[src/rtl/xw_pkg.sv]
package xw_pkg;

  typedef enum logic [2:0] {
    ST_IDLE     = 3'd0,
    ST_DIR_REQ  = 3'd1,
    ST_DIR_WAIT = 3'd2,
    ST_TBL_REQ  = 3'd3,
    ST_TBL_WAIT = 3'd4,
    ST_DONE     = 3'd5
  } walk_state_e;

  typedef enum logic {
    LVL_DIR = 1'b0,
    LVL_TBL = 1'b1
  } walk_lvl_e;

endpackage

[src/rtl/xw_rst_sync.sv]
module xw_rst_sync #(
  parameter int STAGES = 2
) (
  input  logic clk,
  input  logic arst_n,
  output logic rst_n_sync
);

  logic [STAGES-1:0] sh_q;

  generate
    if (STAGES == 1) begin : g_one
      always_ff @(posedge clk or negedge arst_n) begin
        if (!arst_n) sh_q <= '0;
        else         sh_q <= 1'b1;
      end
    end else begin : g_chain
      always_ff @(posedge clk or negedge arst_n) begin
        if (!arst_n) sh_q <= '0;
        else         sh_q <= {sh_q[STAGES-2:0], 1'b1};
      end
    end
  endgenerate

  assign rst_n_sync = sh_q[STAGES-1];

endmodule

[src/rtl/xw_root_reg.sv]
module xw_root_reg #(
  parameter int ADDR_W = 32,
  parameter int OFF_W  = 12
) (
  input  logic              clk,
  input  logic              rst_n,
  input  logic              ld_en,
  input  logic [ADDR_W-1:0] ld_val,
  output logic [ADDR_W-1:0] root_base
);

  localparam int FRAME_W = ADDR_W - OFF_W;

  logic [FRAME_W-1:0] frame_q;
  logic [FRAME_W-1:0] frame_d;

  always_comb begin
    frame_d = frame_q;
    if (ld_en) frame_d = ld_val[ADDR_W-1:OFF_W];
  end

  always_ff @(posedge clk or negedge rst_n) begin
    if (!rst_n) frame_q <= '0;
    else        frame_q <= frame_d;
  end

  assign root_base = {frame_q, {OFF_W{1'b0}}};

endmodule

[src/rtl/xw_addr_gen.sv]
module xw_addr_gen #(
  parameter int ADDR_W   = 32,
  parameter int OFF_W    = 12,
  parameter int IDX_W    = 10,
  parameter int ENT_LOG2 = 2
) (
  input  logic              lvl_tbl,
  input  logic [ADDR_W-1:0] vaddr,
  input  logic [ADDR_W-1:0] dir_base,
  input  logic [ADDR_W-1:0] tbl_base,
  input  logic [ADDR_W-1:0] ent_data,
  output logic [ADDR_W-1:0] rd_addr,
  output logic [ADDR_W-1:0] next_base,
  output logic [ADDR_W-1:0] pa_join
);

  localparam int DIX_W   = ADDR_W - OFF_W - IDX_W;
  localparam int DIR_LSB = OFF_W + IDX_W;
  localparam int DPAD_W  = ADDR_W - DIX_W - ENT_LOG2;
  localparam int TPAD_W  = ADDR_W - IDX_W - ENT_LOG2;

  logic [DIX_W-1:0]  dir_idx;
  logic [IDX_W-1:0]  tbl_idx;
  logic [ADDR_W-1:0] dir_off;
  logic [ADDR_W-1:0] tbl_off;

  assign dir_idx = vaddr[DIR_LSB +: DIX_W];
  assign tbl_idx = vaddr[OFF_W +: IDX_W];

  assign dir_off = {{DPAD_W{1'b0}}, dir_idx, {ENT_LOG2{1'b0}}};
  assign tbl_off = {{TPAD_W{1'b0}}, tbl_idx, {ENT_LOG2{1'b0}}};

  always_comb begin
    if (lvl_tbl) rd_addr = tbl_base + tbl_off;
    else         rd_addr = dir_base + dir_off;
  end

  assign next_base = {ent_data[ADDR_W-1:OFF_W], {OFF_W{1'b0}}};
  assign pa_join   = {ent_data[ADDR_W-1:OFF_W], vaddr[OFF_W-1:0]};

endmodule

[src/rtl/xw_walk_ctrl.sv]
module xw_walk_ctrl
  import xw_pkg::*;
#(
  parameter int ADDR_W = 32,
  parameter int OFF_W  = 12
) (
  input  logic              clk,
  input  logic              rst_n,
  input  logic              req_valid,
  input  logic [ADDR_W-1:0] req_vaddr,
  output logic              req_ready,
  input  logic [ADDR_W-1:0] root_base,
  output logic              mem_req_valid,
  input  logic              mem_req_ready,
  input  logic              mem_rsp_valid,
  input  logic [ADDR_W-1:0] mem_rsp_data,
  input  logic [ADDR_W-1:0] next_base,
  input  logic [ADDR_W-1:0] pa_join,
  output logic              lvl_tbl,
  output logic [ADDR_W-1:0] vaddr_q,
  output logic [ADDR_W-1:0] dir_base_q,
  output logic [ADDR_W-1:0] tbl_base_q,
  output logic              res_valid,
  output logic [ADDR_W-1:0] res_paddr,
  output logic              res_fault,
  output logic              res_fault_lvl
);

  walk_state_e state_q, state_d;

  logic              present;
  logic              accept;
  logic              dir_hit;
  logic              res_en;
  logic [ADDR_W-1:0] vaddr_d, dir_base_d, tbl_base_d;
  logic [ADDR_W-1:0] paddr_d;
  logic              fault_d, lvl_d;
  logic [ADDR_W-1:0] paddr_q;
  logic              fault_q, lvl_q;

  assign present = mem_rsp_data[0];
  assign accept  = req_valid && (state_q == ST_IDLE);
  assign dir_hit = (state_q == ST_DIR_WAIT) && mem_rsp_valid && present;
  assign res_en  = ((state_q == ST_DIR_WAIT) && mem_rsp_valid && !present) ||
                   ((state_q == ST_TBL_WAIT) && mem_rsp_valid);

  always_comb begin
    state_d = state_q;
    unique case (state_q)
      ST_IDLE:     if (req_valid)     state_d = ST_DIR_REQ;
      ST_DIR_REQ:  if (mem_req_ready) state_d = ST_DIR_WAIT;
      ST_DIR_WAIT: if (mem_rsp_valid) state_d = present ? ST_TBL_REQ : ST_DONE;
      ST_TBL_REQ:  if (mem_req_ready) state_d = ST_TBL_WAIT;
      ST_TBL_WAIT: if (mem_rsp_valid) state_d = ST_DONE;
      ST_DONE:                        state_d = ST_IDLE;
      default:                        state_d = ST_IDLE;
    endcase
  end

  always_comb begin
    vaddr_d    = vaddr_q;
    dir_base_d = dir_base_q;
    tbl_base_d = tbl_base_q;
    paddr_d    = paddr_q;
    fault_d    = fault_q;
    lvl_d      = lvl_q;
    if (accept) begin
      vaddr_d    = req_vaddr;
      dir_base_d = root_base;
    end
    if (dir_hit) tbl_base_d = next_base;
    if (res_en) begin
      fault_d = !present;
      lvl_d   = (state_q == ST_TBL_WAIT) ? LVL_TBL : LVL_DIR;
      paddr_d = present ? pa_join : '0;
    end
  end

  always_ff @(posedge clk or negedge rst_n) begin
    if (!rst_n) begin
      state_q    <= ST_IDLE;
      vaddr_q    <= '0;
      dir_base_q <= '0;
      tbl_base_q <= '0;
      paddr_q    <= '0;
      fault_q    <= 1'b0;
      lvl_q      <= 1'b0;
    end else begin
      state_q    <= state_d;
      vaddr_q    <= vaddr_d;
      dir_base_q <= dir_base_d;
      tbl_base_q <= tbl_base_d;
      paddr_q    <= paddr_d;
      fault_q    <= fault_d;
      lvl_q      <= lvl_d;
    end
  end

  assign req_ready     = (state_q == ST_IDLE);
  assign mem_req_valid = (state_q == ST_DIR_REQ) || (state_q == ST_TBL_REQ);
  assign lvl_tbl       = (state_q == ST_TBL_REQ) || (state_q == ST_TBL_WAIT);
  assign res_valid     = (state_q == ST_DONE);
  assign res_paddr     = paddr_q;
  assign res_fault     = fault_q;
  assign res_fault_lvl = lvl_q;

  // a single outstanding read; request held until granted
  p_req_hold_r7: assert property (@(posedge clk) disable iff (!rst_n)
    (mem_req_valid && !mem_req_ready) |=> mem_req_valid)
    else $error("p_req_hold_r7");

  p_one_outstanding_r7: assert property (@(posedge clk) disable iff (!rst_n)
    (mem_req_valid && mem_req_ready) |=> !mem_req_valid)
    else $error("p_one_outstanding_r7");

  p_busy_r7: assert property (@(posedge clk) disable iff (!rst_n)
    mem_req_valid |-> !req_ready)
    else $error("p_busy_r7");

  // the base snapshot cannot move while a walk is running
  p_base_frozen_r8: assert property (@(posedge clk) disable iff (!rst_n)
    !req_ready |=> $stable(dir_base_q))
    else $error("p_base_frozen_r8");

  // faulting results carry a zero address
  p_fault_zero_r9: assert property (@(posedge clk) disable iff (!rst_n)
    (res_valid && res_fault) |-> (res_paddr == '0))
    else $error("p_fault_zero_r9");

  // a good result keeps the page offset
  p_offset_r4: assert property (@(posedge clk) disable iff (!rst_n)
    (res_valid && !res_fault) |-> (res_paddr[OFF_W-1:0] == vaddr_q[OFF_W-1:0]))
    else $error("p_offset_r4");

endmodule

[src/rtl/xlat_walker.sv]
module xlat_walker #(
  parameter int ADDR_W      = 32,
  parameter int OFF_W       = 12,
  parameter int IDX_W       = 10,
  parameter int ENT_LOG2    = 2,
  parameter int SYNC_STAGES = 2
) (
  input  logic              clk,
  input  logic              rst_n,
  input  logic              root_ld,
  input  logic [ADDR_W-1:0] root_wdata,
  input  logic              req_valid,
  output logic              req_ready,
  input  logic [ADDR_W-1:0] req_vaddr,
  output logic              mem_req_valid,
  input  logic              mem_req_ready,
  output logic [ADDR_W-1:0] mem_req_addr,
  input  logic              mem_rsp_valid,
  input  logic [ADDR_W-1:0] mem_rsp_data,
  output logic              res_valid,
  output logic [ADDR_W-1:0] res_paddr,
  output logic              res_fault,
  output logic              res_fault_lvl
);

  logic              rst_n_s;
  logic [ADDR_W-1:0] root_base;
  logic              lvl_tbl;
  logic [ADDR_W-1:0] vaddr_q, dir_base_q, tbl_base_q;
  logic [ADDR_W-1:0] next_base, pa_join;

  xw_rst_sync #(.STAGES(SYNC_STAGES)) u_rst (
    .clk        (clk),
    .arst_n     (rst_n),
    .rst_n_sync (rst_n_s)
  );

  xw_root_reg #(.ADDR_W(ADDR_W), .OFF_W(OFF_W)) u_root (
    .clk       (clk),
    .rst_n     (rst_n_s),
    .ld_en     (root_ld),
    .ld_val    (root_wdata),
    .root_base (root_base)
  );

  xw_addr_gen #(.ADDR_W(ADDR_W), .OFF_W(OFF_W), .IDX_W(IDX_W), .ENT_LOG2(ENT_LOG2)) u_agen (
    .lvl_tbl   (lvl_tbl),
    .vaddr     (vaddr_q),
    .dir_base  (dir_base_q),
    .tbl_base  (tbl_base_q),
    .ent_data  (mem_rsp_data),
    .rd_addr   (mem_req_addr),
    .next_base (next_base),
    .pa_join   (pa_join)
  );

  xw_walk_ctrl #(.ADDR_W(ADDR_W), .OFF_W(OFF_W)) u_ctrl (
    .clk           (clk),
    .rst_n         (rst_n_s),
    .req_valid     (req_valid),
    .req_vaddr     (req_vaddr),
    .req_ready     (req_ready),
    .root_base     (root_base),
    .mem_req_valid (mem_req_valid),
    .mem_req_ready (mem_req_ready),
    .mem_rsp_valid (mem_rsp_valid),
    .mem_rsp_data  (mem_rsp_data),
    .next_base     (next_base),
    .pa_join       (pa_join),
    .lvl_tbl       (lvl_tbl),
    .vaddr_q       (vaddr_q),
    .dir_base_q    (dir_base_q),
    .tbl_base_q    (tbl_base_q),
    .res_valid     (res_valid),
    .res_paddr     (res_paddr),
    .res_fault     (res_fault),
    .res_fault_lvl (res_fault_lvl)
  );

  // every entry read is word aligned
  p_addr_align_r2: assert property (@(posedge clk) disable iff (!rst_n_s)
    mem_req_valid |-> (mem_req_addr[ENT_LOG2-1:0] == '0))
    else $error("p_addr_align_r2");

  // address held while the request waits
  p_addr_stable_r7: assert property (@(posedge clk) disable iff (!rst_n_s)
    (mem_req_valid && !mem_req_ready) |=> $stable(mem_req_addr))
    else $error("p_addr_stable_r7");

  // result valid is a single-cycle pulse
  p_res_pulse_r4: assert property (@(posedge clk) disable iff (!rst_n_s)
    res_valid |=> !res_valid)
    else $error("p_res_pulse_r4");

endmodule

[config.mk]
export PLATFORM = sky130hd
export DESIGN_NAME = xlat_walker
export DESIGN_NICKNAME = d
export VERILOG_FILES = /design/src/rtl/xw_pkg.sv /design/src/rtl/xw_rst_sync.sv /design/src/rtl/xw_root_reg.sv /design/src/rtl/xw_addr_gen.sv /design/src/rtl/xw_walk_ctrl.sv /design/src/rtl/xlat_walker.sv
export SDC_FILE = /design/constraint.sdc
export NUM_CORES = 1
export LEC_CHECK = 0
export BUFFER_PORTS_ARGS = -buffer_cell sky130_fd_sc_hd__buf_4
export CORE_MARGIN = 8
export CORE_UTILIZATION = 44
export DETAILED_ROUTE_END_ITERATION = 10
export HOLD_SLACK_MARGIN = 0.05
export PLACE_DENSITY = 0.64
export SLEW_MARGIN = 20
export SYNTH_ARGS = -nofsm -noshare
export SYNTH_HDL_FRONTEND = slang
export SYNTH_HIERARCHICAL = 1
export SYNTH_SLANG_ARGS = --single-unit
[constraint.sdc]
create_clock -name clk -period 8.2 [get_ports clk]
set_input_delay 0.41 -clock clk [delete_from_list [all_inputs] [get_ports clk]]
set_output_delay 0.41 -clock clk [all_outputs]
set_load 0.05 [all_outputs]
==> run_results.csv <==
group,metric,value,unit
route,wl_met3,901,µm
timing,finClkSkew,7.41,ps
worst_setup_path,crit_family,"compound AO/OA/AOI/OAI gates",
floorplan,rows,52,
worst_setup_path,critPathLaunchType,"flip-flop",
worst_setup_path,cpPeakStageDelay,700,ps
worst_setup_path,path_class,"flip-flop to output pin",
route,drc,0,
global_route,grt_max_degree,61,
logic_synthesis,ys_ff_latch,155,
worst_setup_path,endpoint_kind,"output pin",
timing,setup_viol,0,
cts,clock_sinks,155,
place,port_buffers,147,
worst_setup_path,crit_required,7790,ps
timing,rsz0062_at_grt,"no",
cts,cts_htree_levels,4,
logic_synthesis,syn-instance-count,702,
worst_setup_path,cp-endpoint,"mem_req_addr[16]",
route,drtIter0Drc,263,
cts,cts_setup_buffers,0,
timing,fin_setup_tns,0,ps
route,wl_met1,8880,µm
cts,cts_root_buffer,"clkbuf_16",
worst_setup_path,crit_buf_inv,1,
route,wl_met2,8810,µm
layout,drive_gt1_share,37.9,%
global_route,antenna_found_initial,0,
logic_synthesis,async_flop_share,100,%
layout,layout_common_cells,"dfrtp_1, buf_4, mux2_4, xnor2_1, a22o_1",
worst_setup_path,crit_path_start,"u_ctrl/vaddr_q[12]",
timing,fin_crit,3950,ps
floorplan,die_y,158,µm
status,status,"completed",
route,wire_per_inst,17.7,µm
cts,insertion_delay,420,ps
logic_synthesis,yosysWarnings,6,
timing,slew_headroom,35.5,%
logic_synthesis,synth_edf_count,0,
global_route,grt_pass1_vias,5528,
job,maxCapViolCount,0,
place,dpl.hpwl,13900,µm
worst_setup_path,cp_num_cells,9,
logic_synthesis,synth_area,8870,µm²
layout,nNetsFinal,915,
floorplan,die_area,25000,µm²
route,dr.pass1.iters,4,
logic_synthesis,avgSynthCellArea,12.6,µm²
timing,tightest_slew,963,ps
route,ant_nets,0,
timing,hold_viol_final,0,
logic_synthesis,ys_types,67,
global_route,grt-ovfl-total,0,
worst_setup_path,cp_max_fo,11,
cts,clk_pin_slew_worst_paths,60,ps
floorplan,core,20000,µm²
place,gp_congestion,0.768,
layout,final_common_cell,"dfrtp_1",
timing,slew_viol_final,0,
worst_setup_path,cp.arrival,3540,ps
cts,tritoncts,"done",
worst_setup_path,ff2ff_path_depth,4,
layout,antenna_cells,0,
floorplan,io_pins,171,
route,viasPerCell,4.96,
worst_setup_path,reg2reg_setup_slack,5660,ps
route,num_vias,5326,
timing,timing.final.crit_share,48.1,%
timing,fin_hold_ws,216,ps
floorplan,die_x,158,µm
global_route,grt_pass1_wl,30400,µm
worst_setup_path,r2r_start,"u_ctrl/state_q[0]",
timing,clock.fmax,0.253,GHz
worst_setup_path,crit_slowest_cell,"o21ai_1",
route,finalWirelength,19000,µm
worst_setup_path,worst_r2r_endpoint,"u_ctrl/vaddr_q[5]",
logic_synthesis,synthFlopType,"dfrtp_1",
route,top_layer_used,"met4",
cts,cts_buffers,17,
cts,cts_buffer_depth,2,
logic_synthesis,synth-seq-area-share,43.7,%
global_route,grt_usage,15.7,%
hold_path,hp-class,"input port to flip-flop",
layout,area_growth,15.8,%
floorplan,initial_core_util,44.3,%
worst_setup_path,crit_chain,"ha_1 -> fa_1 -> a211oi_1 -> o21bai_1 -> o21ai_1 -> a21oi_1 -> xnor2_1 -> mux2i_1 -> buf_4",
[state kept, by name (all words and copies together) (netlist names)]
signal / flops
u_ctrl/res_fault_lvl: 1
u_root/frame_q: 20
u_ctrl/vaddr_q: 32
u_rst/sh_q: 2
u_ctrl/state_q: 3
u_ctrl/dir_base_q: 32
u_ctrl/res_paddr: 32
u_ctrl/tbl_base_q: 32
u_ctrl/res_fault: 1
[worst min path at each step]
stage / cells after the start / end / from / slack [ps]
2_1_floorplan: 0 / u_rst/sh_q[0] / rst_n / 110
3_3_place_gp: 1 / u_rst/sh_q[0] / rst_n / 190
3_5_place_dp: 1 / u_rst/sh_q[0] / rst_n / 200
4_1_cts: 2 / u_ctrl/res_paddr[22] / mem_rsp_data[22] / 200
5_1_grt: 2 / u_root/frame_q[12] / root_wdata[24] / 210
6_report: 2 / u_ctrl/res_paddr[22] / mem_rsp_data[22] / 220
[routing by layer]
layer / global-route usage [%] / vias up
met2: 24.8 / 119
met1: 21.0 / 2579
li1: - / 2604
met5: 0 / -
met3: 2.81 / 24
met4: 6.20 / 0
[stage by stage]
| stage | utilization, % | instances | setup WS (ps) | instance area, µm² |
|---|---|---|---|---|
| 5_1_grt | 51.3 | 1073 | 4000 | 10300 |
| 2_1_floorplan | - | 724 | 3560 | 8950 |
| 3_3_place_gp | 47.9 | 1041 | 4730 | 9590 |
| 6_report | 51.3 | 1073 | 4250 | 10300 |
| 4_1_cts | 51.3 | 1073 | 4260 | 10300 |
| 3_5_place_dp | 47.9 | 1041 | 4730 | 9590 |
[worst register-to-register path: stages, from the launching register on]
cell and delay [ps]:
dfrtp_1 530, nor3_1 290, and2_4 420, buf_4 760, mux2_4 410
[area by class of cell]
cell class | count | area (µm²)
tap | 270 | 338
fill | 1782 | 9770
timing repair buffer | 153 | 1150
inverter | 6 | 22.5
clock buffer | 20 | 457
clock inverter | 11 | 214
multi-input combinational | 458 | 4210
sequential | 155 | 3880
[cell usage after synthesis (3+ instances only)]
library cell | instances | area [µm²]
buf_12 | 6 | 120
dfrtp_1 | 155 | 3880
nor3_1 | 4 | 20.0
mux2_2 | 18 | 203
buf_6 | 7 | 78.8
and2_1 | 3 | 18.8
a22o_1 | 33 | 289
mux2_1 | 22 | 248
nor4b_2 | 3 | 45.0
nand4_1 | 4 | 25.0
nor3b_1 | 3 | 22.5
o21ai_1 | 3 | 15.0
inv_1 | 6 | 22.5
xor2_1 | 16 | 140
mux2i_1 | 20 | 200
buf_4 | 80 | 601
a31oi_1 | 4 | 25.0
clkbuf_1 | 5 | 18.8
nor2b_1 | 6 | 37.5
xnor2_1 | 39 | 342
mux2_4 | 80 | 1200
ha_1 | 20 | 250
nand3_1 | 15 | 75.1
conb_1 | 3 | 11.3
buf_2 | 6 | 30.0
and3_1 | 7 | 43.8
a21o_1 | 10 | 75.1
nand2b_1 | 3 | 18.8
o21ai_0 | 10 | 50.1
a21oi_1 | 23 | 115
a211oi_1 | 14 | 105
nand2_1 | 23 | 86.3
nor2_1 | 11 | 41.3
[timing repair]
| action | 4_1_cts | 5_1_grt |
|---|---|---|
| hold endpoints to repair | 2 | 0 |
| hold buffers | 1 | 0 |
| gates resized for setup | 0 | 0 |
[logic make-up after synthesis]
| logic type | synth area share [%] |
|---|---|
| flops | 43.7 |
| compound gates | 9.83 |
| simple gates | 6.88 |
| xor+xnor | 5.43 |
| buf+inv | 9.86 |
| fa+ha+maj | 3.27 |
| other cells | 0.127 |
| mux | 20.9 |
Power is not shown: default switching activity piles up to over one toggle a cycle in this logic, so the estimate is an artifact.
